===== src/rtl/prs_pkg.sv =====
package prs_pkg;
  typedef struct packed {
    logic clamp;
    logic rd;
    logic cal;
  } slot_strobe_t;
endpackage


===== src/rtl/prs_onehot_dec.sv =====
module prs_onehot_dec #(
  parameter int N = 16,
  parameter int W = 4
) (
  input  logic [W-1:0] idx,
  input  logic         act,
  output logic [N-1:0] vec
);
  for (genvar i = 0; i < N; i++) begin : g_bit
    assign vec[i] = act && (idx == W'(i));
  end
endmodule


===== src/rtl/prs_phase_dec.sv =====
module prs_phase_dec
  import prs_pkg::*;
#(
  parameter int PH_W    = 4,
  parameter int CLP_LEN = 3,
  parameter int RD_LEN  = 3,
  parameter int CAL_LEN = 3
) (
  input  logic [PH_W-1:0] phase,
  input  logic            act,
  output slot_strobe_t    stb
);
  localparam int RD_BEG  = CLP_LEN;
  localparam int CAL_BEG = CLP_LEN + RD_LEN;
  localparam int CAL_END = CAL_BEG + CAL_LEN;

  int ph;
  always_comb begin
    ph        = int'(phase);
    stb.clamp = act && (ph < CLP_LEN);
    stb.rd    = act && (ph >= RD_BEG) && (ph < CAL_BEG);
    stb.cal   = act && (ph >= CAL_BEG) && (ph < CAL_END);
  end
endmodule


===== src/rtl/prs_seq_ctrl.sv =====
module prs_seq_ctrl #(
  parameter int MAX_ROWS = 576,
  parameter int SLOT_LEN = 16,
  parameter int FRAME_W  = 16,
  parameter int CFG_W    = 10,
  parameter int IDX_W    = 10,
  parameter int PH_W     = 4
) (
  input  logic               clk,
  input  logic               rst,
  input  logic               en,
  input  logic [CFG_W-1:0]   cfg_rows,
  output logic               nxt_active,
  output logic [IDX_W-1:0]   nxt_row,
  output logic [IDX_W-1:0]   nxt_ahead,
  output logic [PH_W-1:0]    nxt_phase,
  output logic               nxt_fs,
  output logic [IDX_W-1:0]   row_q,
  output logic [FRAME_W-1:0] frame_q
);
  localparam logic [PH_W-1:0]  PH_LAST = PH_W'(SLOT_LEN - 1);
  localparam logic [CFG_W-1:0] ROWS_HI = CFG_W'(MAX_ROWS);

  logic               active_q;
  logic [PH_W-1:0]    phase_q;
  logic [CFG_W-1:0]   rows_q;
  logic [CFG_W-1:0]   cfg_eff, nxt_rows;
  logic [FRAME_W-1:0] nxt_frame;
  logic               slot_end, last_row;

  always_comb begin
    if (cfg_rows == '0)          cfg_eff = CFG_W'(1);
    else if (cfg_rows > ROWS_HI) cfg_eff = ROWS_HI;
    else                         cfg_eff = cfg_rows;
  end

  assign slot_end = active_q && (phase_q == PH_LAST);
  assign last_row = (CFG_W'(row_q) + CFG_W'(1)) == rows_q;

  always_comb begin
    nxt_active = active_q;
    nxt_row    = row_q;
    nxt_phase  = phase_q;
    nxt_rows   = rows_q;
    nxt_frame  = frame_q;
    nxt_fs     = 1'b0;
    if (!active_q) begin
      if (en) begin
        nxt_active = 1'b1;
        nxt_row    = '0;
        nxt_phase  = '0;
        nxt_rows   = cfg_eff;
        nxt_frame  = frame_q + FRAME_W'(1);
        nxt_fs     = 1'b1;
      end
    end else if (slot_end) begin
      nxt_phase = '0;
      if (!en) begin
        nxt_active = 1'b0;
        nxt_row    = '0;
      end else if (last_row) begin
        nxt_row   = '0;
        nxt_rows  = cfg_eff;
        nxt_frame = frame_q + FRAME_W'(1);
        nxt_fs    = 1'b1;
      end else begin
        nxt_row = row_q + IDX_W'(1);
      end
    end else begin
      nxt_phase = phase_q + PH_W'(1);
    end
  end

  always_comb begin
    if ((CFG_W'(nxt_row) + CFG_W'(1)) == nxt_rows) nxt_ahead = '0;
    else                                           nxt_ahead = nxt_row + IDX_W'(1);
  end

  always_ff @(posedge clk) begin
    if (rst) begin
      active_q <= 1'b0;
      row_q    <= '0;
      phase_q  <= '0;
      rows_q   <= CFG_W'(1);
      frame_q  <= '0;
    end else begin
      active_q <= nxt_active;
      row_q    <= nxt_row;
      phase_q  <= nxt_phase;
      rows_q   <= nxt_rows;
      frame_q  <= nxt_frame;
    end
  end

  // the row pointer never leaves the captured row range
  a_r8_row_in_range: assert property (@(posedge clk) disable iff (rst)
    active_q |-> (CFG_W'(row_q) < rows_q));
  // the slot phase restarts only after its last value
  a_r2_phase_wrap: assert property (@(posedge clk) disable iff (rst)
    (active_q && phase_q != PH_LAST) |=> (phase_q == $past(phase_q) + PH_W'(1)));
endmodule


===== src/rtl/pixel_row_seq.sv =====
module pixel_row_seq
  import prs_pkg::*;
#(
  parameter int MAX_ROWS   = 576,
  parameter int GROUP_ROWS = 16,
  parameter int SLOT_LEN   = 16,
  parameter int CLP_LEN    = 3,
  parameter int RD_LEN     = 3,
  parameter int CAL_LEN    = 3,
  parameter int FRAME_W    = 16,
  parameter int CFG_W      = $clog2(MAX_ROWS + 1),
  parameter int IDX_W      = (MAX_ROWS > 1) ? $clog2(MAX_ROWS) : 1,
  parameter int NGRP       = (MAX_ROWS + GROUP_ROWS - 1) / GROUP_ROWS
) (
  input  logic               clk,
  input  logic               rst,
  input  logic               en,
  input  logic [CFG_W-1:0]   cfg_rows,
  output logic [MAX_ROWS-1:0] row_sel,
  output logic [MAX_ROWS-1:0] pwr_on,
  output logic [NGRP-1:0]    grp_sel,
  output logic               clamp,
  output logic               disc_rd,
  output logic               disc_cal,
  output logic [IDX_W-1:0]   row_idx,
  output logic               frame_start,
  output logic [FRAME_W-1:0] frame_cnt
);
  localparam int PH_W  = (SLOT_LEN > 1) ? $clog2(SLOT_LEN) : 1;
  localparam int GRP_W = (NGRP > 1) ? $clog2(NGRP) : 1;

  logic               nxt_active, nxt_fs;
  logic [IDX_W-1:0]   nxt_row, nxt_ahead;
  logic [PH_W-1:0]    nxt_phase;
  logic [GRP_W-1:0]   nxt_grp;
  logic [MAX_ROWS-1:0] sel_d, ahead_d;
  logic [NGRP-1:0]    grp_d;
  slot_strobe_t       stb_d;

  prs_seq_ctrl #(
    .MAX_ROWS(MAX_ROWS), .SLOT_LEN(SLOT_LEN), .FRAME_W(FRAME_W),
    .CFG_W(CFG_W), .IDX_W(IDX_W), .PH_W(PH_W)
  ) u_ctrl (
    .clk(clk), .rst(rst), .en(en), .cfg_rows(cfg_rows),
    .nxt_active(nxt_active), .nxt_row(nxt_row), .nxt_ahead(nxt_ahead),
    .nxt_phase(nxt_phase), .nxt_fs(nxt_fs),
    .row_q(row_idx), .frame_q(frame_cnt)
  );

  assign nxt_grp = GRP_W'(nxt_row / IDX_W'(GROUP_ROWS));

  prs_onehot_dec #(.N(MAX_ROWS), .W(IDX_W)) u_sel_dec (
    .idx(nxt_row), .act(nxt_active), .vec(sel_d));
  prs_onehot_dec #(.N(MAX_ROWS), .W(IDX_W)) u_ahead_dec (
    .idx(nxt_ahead), .act(nxt_active), .vec(ahead_d));
  prs_onehot_dec #(.N(NGRP), .W(GRP_W)) u_grp_dec (
    .idx(nxt_grp), .act(nxt_active), .vec(grp_d));

  prs_phase_dec #(
    .PH_W(PH_W), .CLP_LEN(CLP_LEN), .RD_LEN(RD_LEN), .CAL_LEN(CAL_LEN)
  ) u_phase_dec (
    .phase(nxt_phase), .act(nxt_active), .stb(stb_d));

  always_ff @(posedge clk) begin
    if (rst) begin
      row_sel     <= '0;
      pwr_on      <= '0;
      grp_sel     <= '0;
      clamp       <= 1'b0;
      disc_rd     <= 1'b0;
      disc_cal    <= 1'b0;
      frame_start <= 1'b0;
    end else begin
      row_sel     <= sel_d;
      pwr_on      <= sel_d | ahead_d;
      grp_sel     <= grp_d;
      clamp       <= stb_d.clamp;
      disc_rd     <= stb_d.rd;
      disc_cal    <= stb_d.cal;
      frame_start <= nxt_fs;
    end
  end

  // at most one row selected
  a_r2_row_onehot: assert property (@(posedge clk) disable iff (rst)
    $onehot0(row_sel));
  // selection steady while the read strobe runs
  a_r2_sel_steady: assert property (@(posedge clk) disable iff (rst)
    disc_rd |-> $stable(row_sel));
  // a selected row is always powered
  a_r3_pwr_covers: assert property (@(posedge clk) disable iff (rst)
    (row_sel & ~pwr_on) == '0);
  // one group while a row is selected
  a_r4_grp_onehot: assert property (@(posedge clk) disable iff (rst)
    (|row_sel) |-> $onehot(grp_sel));
  // strobes in a slot are mutually exclusive
  a_r6_strobe_excl: assert property (@(posedge clk) disable iff (rst)
    $onehot0({clamp, disc_rd, disc_cal}));
  // frame marker lands on row 0 with the clamp
  a_r1_fs_row0: assert property (@(posedge clk) disable iff (rst)
    frame_start |-> (row_sel[0] && clamp));
  // frame marker lasts one cycle
  a_r7_fs_single: assert property (@(posedge clk) disable iff (rst)
    frame_start |=> !frame_start);
  // idle means all vectors and strobes low
  a_r9_idle_quiet: assert property (@(posedge clk) disable iff (rst)
    (row_sel == '0) |-> (pwr_on == '0 && grp_sel == '0 && !clamp && !disc_rd && !disc_cal));
endmodule


===== config.mk =====
export PLATFORM = sky130hd
export DESIGN_NAME = pixel_row_seq
export DESIGN_NICKNAME = d
export VERILOG_FILES = /design/src/rtl/prs_pkg.sv /design/src/rtl/prs_onehot_dec.sv /design/src/rtl/prs_phase_dec.sv /design/src/rtl/prs_seq_ctrl.sv /design/src/rtl/pixel_row_seq.sv
export SDC_FILE = /design/constraint.sdc
export NUM_CORES = 1
export LEC_CHECK = 0
export ABC_AREA = 1
export BUFFER_PORTS_ARGS = -buffer_cell sky130_fd_sc_hd__buf_2
export CAP_MARGIN = 0
export CORE_AREA = 2 2 486 488
export DETAILED_ROUTE_END_ITERATION = 10
export DIE_AREA = 0 0 488 490
export GPL_ROUTABILITY_DRIVEN = 0
export GPL_TIMING_DRIVEN = 0
export RECOVER_POWER = 25
export SYNTH_ARGS = -nofsm -noshare
export SYNTH_HDL_FRONTEND = slang
export SYNTH_SLANG_ARGS = --single-unit
export TNS_END_PERCENT = 50

===== constraint.sdc =====
create_clock -name clk -period 6.2 [get_ports clk]
set_clock_uncertainty 0.05 [all_clocks]
set_input_delay 1.24 -clock clk [delete_from_list [all_inputs] [get_ports clk]]
set_output_delay 1.24 -clock clk [all_outputs]
set_load 0.02 [all_outputs]

==> results of run 1 <==
-- final timing paths --
| check | from | end | slack [ns] |
|---|---|---|---|
| max | u_ctrl.phase_q[0] | pwr_on[516] | 0.25 |
| min | u_ctrl.frame_q[14] | u_ctrl.frame_q[14] | 0.46 |
| max reg2reg | u_ctrl.phase_q[0] | pwr_on[516] | 0.25 |
| min reg2reg | u_ctrl.frame_q[14] | u_ctrl.frame_q[14] | 0.46 |
-- final cells by class --
| cell class | count | area share |
|---|---|---|
| Clock buffer | 190 | 0.0752 |
| Buffer | 264 | 0.0246 |
| Timing Repair Buffer | 1244 | 0.106 |
| Tap cell | 3150 | 0.0741 |
| Antenna cell | 26 | 0.00122 |
| Inverter | 734 | 0.0518 |
| Clock inverter | 65 | 0.0180 |
| Multi-Input combinational cell | 2242 | 0.185 |
| Sequential cell | 1233 | 0.464 |
-- sequential cells by signal (all words and copies together) (netlist names) --
register	count
pwr_on	576
row_sel	576
grp_sel	36
u_ctrl.frame_q	16
u_ctrl.row_q	10
u_ctrl.rows_q	10
u_ctrl.phase_q	4
clamp	1
disc_cal	1
disc_rd	1
frame_start	1
u_ctrl.active_q	1
-- worst max-delay path, stage by stage (launching register included) --
cell	delay [ns]
dfxtp_1	0.38
ha_1	0.18
nand3_1	0.09
nor2_1	0.10
inv_1	0.05
nor2_1	0.29
clkinv_1	0.31
nor2_1	0.16
nand2_1	0.06
nand2_1	0.09
buf_4	0.22
ha_1	0.30
nand3_4	0.43
nor2_1	0.24
nand2_1	0.09
nand2_1	0.19
inv_1	0.13
o41ai_1	1.16
clkbuf_1	1.00
nand3_1	0.24
nand2_1	0.12
-- routing by layer --
metal,vias to the layer above,wire [µm],global-route usage
met5,-,42,0
met4,8,18200,0.130
met3,599,34800,0.0985
met2,2630,127000,0.359
met1,17600,104000,0.254
li1,16300,-,-
-- cell families after synthesis --
family,synth area share
simple gates,0.244
flops,0.642
buf+inv,0.105
xor+xnor,0.000228
compound gates,0.00716
fa+ha+maj,0.00228
-- stage by stage --
step                       util  cells
final                     0.227   9148
after global routing      0.227   9126
after CTS                 0.230   9119
after detailed placement  0.209   8864
after global placement    0.207   8852
after floorplan               -   4473
-- timing repair --
| item | 4_1_cts | 5_1_grt |
|---|---|---|
| resized for setup | 4 | 15 |
| endpoints found under the setup margin | 83 | 79 |
| buffers inserted | 0 | 3 |
| gates cloned | 0 | 0 |
| pin swaps | 0 | 1 |
-- power by group through the flow --
| stage | combinational [mW] | sequential (mW) | clock, mW |
|---|---|---|---|
| after detailed placement | 0.188 | 8.11 | 0 |
| after global placement | 0.186 | 8.11 | 0 |
| final | 0.193 | 7.94 | 9.03 |
| after CTS | 0.189 | 7.94 | 9.16 |
| after global routing | 0.205 | 7.93 | 9.46 |
| after floorplan | 0.108 | 8.12 | 0 |
-- cells in the final DEF (no fill, tap or decap), types with 8 or more instances in the layout --
cell       instances
dfxtp_1         1233
nand2_1          755
buf_2            738
inv_1            713
nor2_1           712
clkbuf_1         696
nand3_1          622
clkbuf_16        141
buf_4             36
clkbuf_8          29
diode_2           26
a21oi_1           22
buf_1             22
nor2_4            21
clkinv_2          17
clkinv_1          16
nor3_1            16
nor2_2            15
clkbuf_2          15
o21ai_0           13
bufinv_16         13
nand2_2            9
buf_8              9
inv_6              8
==> metrics, run 1 <==
hold path depth 2; Max VDD drop 0.265 mV; synthesized net count 4493; pre-CTS WS -1.08 ns; first-pass GRT wire length 352000 µm; Primary FF master, synth dfxtp_1; PnR worst setup slack 0.247 ns; NetSw 4.02 mW; critical path launch point type flop; I/O Pins 1231; cell area after synthesis 0.0385 mm²; core area 0.234 mm²; htree depth 4; status finished, violations left; DR DRC count 0; Port Buffer Count 1229; Worst-Margin Slew 1.57 ns; Yosys cell types 39; CTS clock-pin slew for the worst setup and hold paths 0.06 ns; clock share of power 0.526; crit path max fanout 11; Placed Instance Area 0.0488 mm²; Syn Area/Cell 8.60 µm²; Max Freq 168 MHz; number of synthesis warnings 0; HP Class flop to flop; Setup TNS 0 ns; setup violators final 0; Initial Utilization 0.164; number of global-route vias before repair 34.7k; Final Hold Viols 0; Avg WL per Cell 31.0 µm; multi-input logic area 0.00983 mm²; sequential share of the synthesized area 0.642; CTS tree done; Fillers 26.1k; die footprint 0.239 mm²; power share of the combinational group 0.011; # hold bufs at CTS 0; power per cell area 323 mW/mm²; Synth top area share 0.642; WHS 0.460 ns; Max Slew Vio Count 22; violated checks max-capacitance violations, max-slew violations; number of synthesized flops with an enable pin 0; Max Cap Viol 2; Die Y-Extent 490 µm; unrepaired setup endpoints after global routing true; Sw Share 0.234; root buffer cell clkbuf_16; Die Span X 488 µm; Synth Register Bits 1233; WS Path Type flop to flop; Worst Reg-to-Reg Cells 20; total wire length 283000 µm; crit path time final 5.95 ns; worst path arrival time 6.63 ns; DRT iter0 DRCs 3985; Pint 13.1 mW; leakage 24.1 nW; Pwr Total 17.2 mW; vias per cell 4.06; fin area 0.0532 mm²; Nets 5880; clk buf depth 3; Reg power frac 0.463; Num CTS Buffers 141; most numerous cell in the Yosys netlist dfxtp_1; All-Layer GR Usage 0.227; area leader, netlist dfxtp_1; crit end category flop; DRT Pass-1 Iters 7; grt total ovfl 0; post-route ant nets 0; required time of the worst setup path 6.88 ns; ranking of synthesized cells by area dfxtp_1 64%, nand3_1 8.1%, nand2_1 7.4%; initial antenna violation count 32; register area 0.0247 mm²; fin crit share 0.960; largest net degree at the start of global routing 17; asr flop ratio synth 0; area added between synthesis and finish 38.3%; vias post-DR 37.1k; Rows 178; clk_lat worst skew 0.80 ns; Slew HR -0.0464; Detailed Place HPWL 223000 µm; Post-synth top cells 1233 x dfxtp_1, 755 x nand2_1, 723 x nor2_1; Syn Inst Count 4473; layout cells sized above 1 0.186; clk sinks 1233
No activity file was read; power rests on OpenSTA's default activity.
==> inputs of run 2 (changes only) <==
PLACE_DENSITY = 0.34   (was default)
==> metrics, run 2 (same netlist as run 1, synthesis figures left out) <==
Placed Instance Area 0.0488 mm² (-0.12%); first-pass GRT wire length 351000 µm (-0.26%); Fillers 26.5k (+1.5%); core area 0.234 mm² (unchanged); fin area 0.0533 mm² (+0.15%); crit-path max cell delay 0.78 ns (-0.38 ns); Max VDD drop 0.224 mV (-16%); Num CTS Buffers 149 (+5.7%); die footprint 0.239 mm² (unchanged); post-route ant nets 0 (unchanged); FF-to-FF End pwr_on[392]; Initial Utilization 0.164 (unchanged); WS Path Type flop to flop; wire length on met2 132000 µm (+4.0%); Rows 178 (unchanged); Detailed Place HPWL 216000 µm (-3.2%); Die Span X 488 µm (unchanged); Max Cap Viol 0 (-2); Max Freq 170 MHz (+1.2%); flop-to-flop setup slack 0.31 ns (+0.07 ns); Slew HR 0.0437 (+0.0901); most common cell after layout, fill and taps aside dfxtp_1; DR DRC count 0 (unchanged); Die Y-Extent 490 µm (unchanged); HP Class flop to flop; CTS clock-pin slew for the worst setup and hold paths 0.06 ns (about the same); grt total ovfl 0 (unchanged); fin crit share 0.949 (-0.0110); layout cells sized above 1 0.185 (-0.00108); total wire length 275000 µm (-2.8%); number of global-route vias before repair 35.2k (+1.4%); Max Slew Vio Count 0 (-100%); DRT Pass-1 Iters 7 (unchanged); clk buf depth 3 (unchanged); Setup TNS 0 ns (unchanged); Worst Reg-to-Reg Cells 29 (+45%); critical path launch point type flop; Nets 5885 (+0.085%); clk sinks 1233 (unchanged); most frequent cells in the layout 1233 x dfxtp_1, 757 x nand2_1, 735 x buf_2; Most common cell on crit path nand2_1; status finished clean; power per cell area 325 mW/mm² (+0.80%); All-Layer GR Usage 0.222 (-0.00534); leakage 24.1 nW (+0.15%); highest metal used met5; clk_lat worst skew 0.79 ns (about the same); htree depth 4 (unchanged); Avg WL per Cell 30.1 µm (-2.8%); Port Buffer Count 1229 (unchanged); unrepaired setup endpoints after global routing false; I/O Pins 1231 (unchanged); CTS tree done; largest net degree at the start of global routing 17 (unchanged); vias post-DR 35.6k (-4.3%); initial antenna violation count 33 (+3.1%); worst hold endpoint u_ctrl.frame_q[14]; Final Hold Viols 0 (unchanged); vias per cell 3.89 (-4.2%); Worst-Margin Slew 1.43 ns (-0.135 ns); setup violators final 0 (unchanged); DRT iter0 DRCs 2281 (-43%); area added between synthesis and finish 38.5%; biggest regs pwr_on: 576 flops, row_sel: 576 flops, grp_sel: 36 flops; hold path depth 2 (unchanged); CP max-delay cell clkdlybuf4s15_1; FF-to-FF Start u_ctrl.row_q[1]; # hold bufs at CTS 0 (unchanged); WL met1 110000 µm (+6.4%); WL met3 22400 µm (-36%); hold_sp u_ctrl.frame_q[14]; crit path max fanout 11 (unchanged); placed cells 8861 (-0.034%); worst path arrival time 6.59 ns (-0.04 ns); required time of the worst setup path 6.90 ns (+0.02 ns); root buffer cell clkbuf_16; non-filler instance count after layout 9144 (-0.044%); crit path time final 5.89 ns (-0.0685 ns); crit end category flop
run 2: cell count changes in the layout (fill, tap and decap cells not counted), moves of 3 or more:
cell	delta
clkinv_8	-4
diode_2	-12
clkinv_2	+6
clkbuf_4	-4
inv_6	-3
clkbuf_16	+9
clkinv_4	-3
buf_2	-3
clkbuf_1	+13
clkinv_16	+6
bufinv_16	-4
run 2: cell type report:
class / count / area, µm² / area share
flip-flops and latches: 1233 / 24700 / 0.463
multi-input cells: 2242 / 9810 / 0.184
repair buffers: 1241 / 5590 / 0.105
clock buffers: 207 / 4280 / 0.0803
well taps: 3150 / 3940 / 0.0740
inverters: 734 / 2760 / 0.0518
plain buffers: 264 / 1300 / 0.0244
clock inverters: 59 / 881 / 0.0165
diodes: 14 / 35.0 / 0.000658
run 2: layer usage:
layer  up-vias  global-route usage
met5         -                   0
met4        10              0.0816
met3       344              0.0697
met2      1597               0.376
met1     17400               0.260
li1      16200                   -
run 2: critical path: cells and delay by family (launching register included):
kind	cells	cell delay [ns]
buf+inv	4	1.48
flops	1	0.53
fa+ha+maj	2	0.52
simple gates	23	3.24
run 2: worst max path at each step:
stage / start / to / slack, ns
2_1_floorplan: en / pwr_on[512] / 2.06
3_3_place_gp: en / pwr_on[448] / -1.45
3_5_place_dp: en / pwr_on[196] / -1.06
4_1_cts: u_ctrl.phase_q[0] / pwr_on[386] / 0.08
5_1_grt: u_ctrl.row_q[1] / pwr_on[392] / 0.01
6_report: u_ctrl.row_q[1] / pwr_on[392] / 0.31
run 2: metrics by stage:
step | util | hold slack (ns) | power (mW) | setup WS (ns)
final | 0.228 | 0.442 | 17.3 | 0.315
after global routing | 0.227 | 0.473 | 17.9 | 0.0122
after CTS | 0.230 | 0.443 | 17.6 | 0.0828
after detailed placement | 0.208 | 0.430 | 8.31 | -1.06
after global placement | 0.207 | 0.422 | 8.31 | -1.45
after floorplan | - | 0.454 | 8.22 | 2.06
run 2: repair_timing:
action,in CTS,in global routing
gates resized for setup,2,15
endpoints found under the setup margin,16,44
buffers inserted,0,3
pin swaps,0,1
hold endpoints to repair,0,0
run 2: power by group:
part	internal, mW	leakage, nW	switching (mW)
registers	7.93	9.93	0.00625
clock network	5.28	2.50	3.91
logic	0.0439	11.7	0.150
total	13.3	24.1	4.06
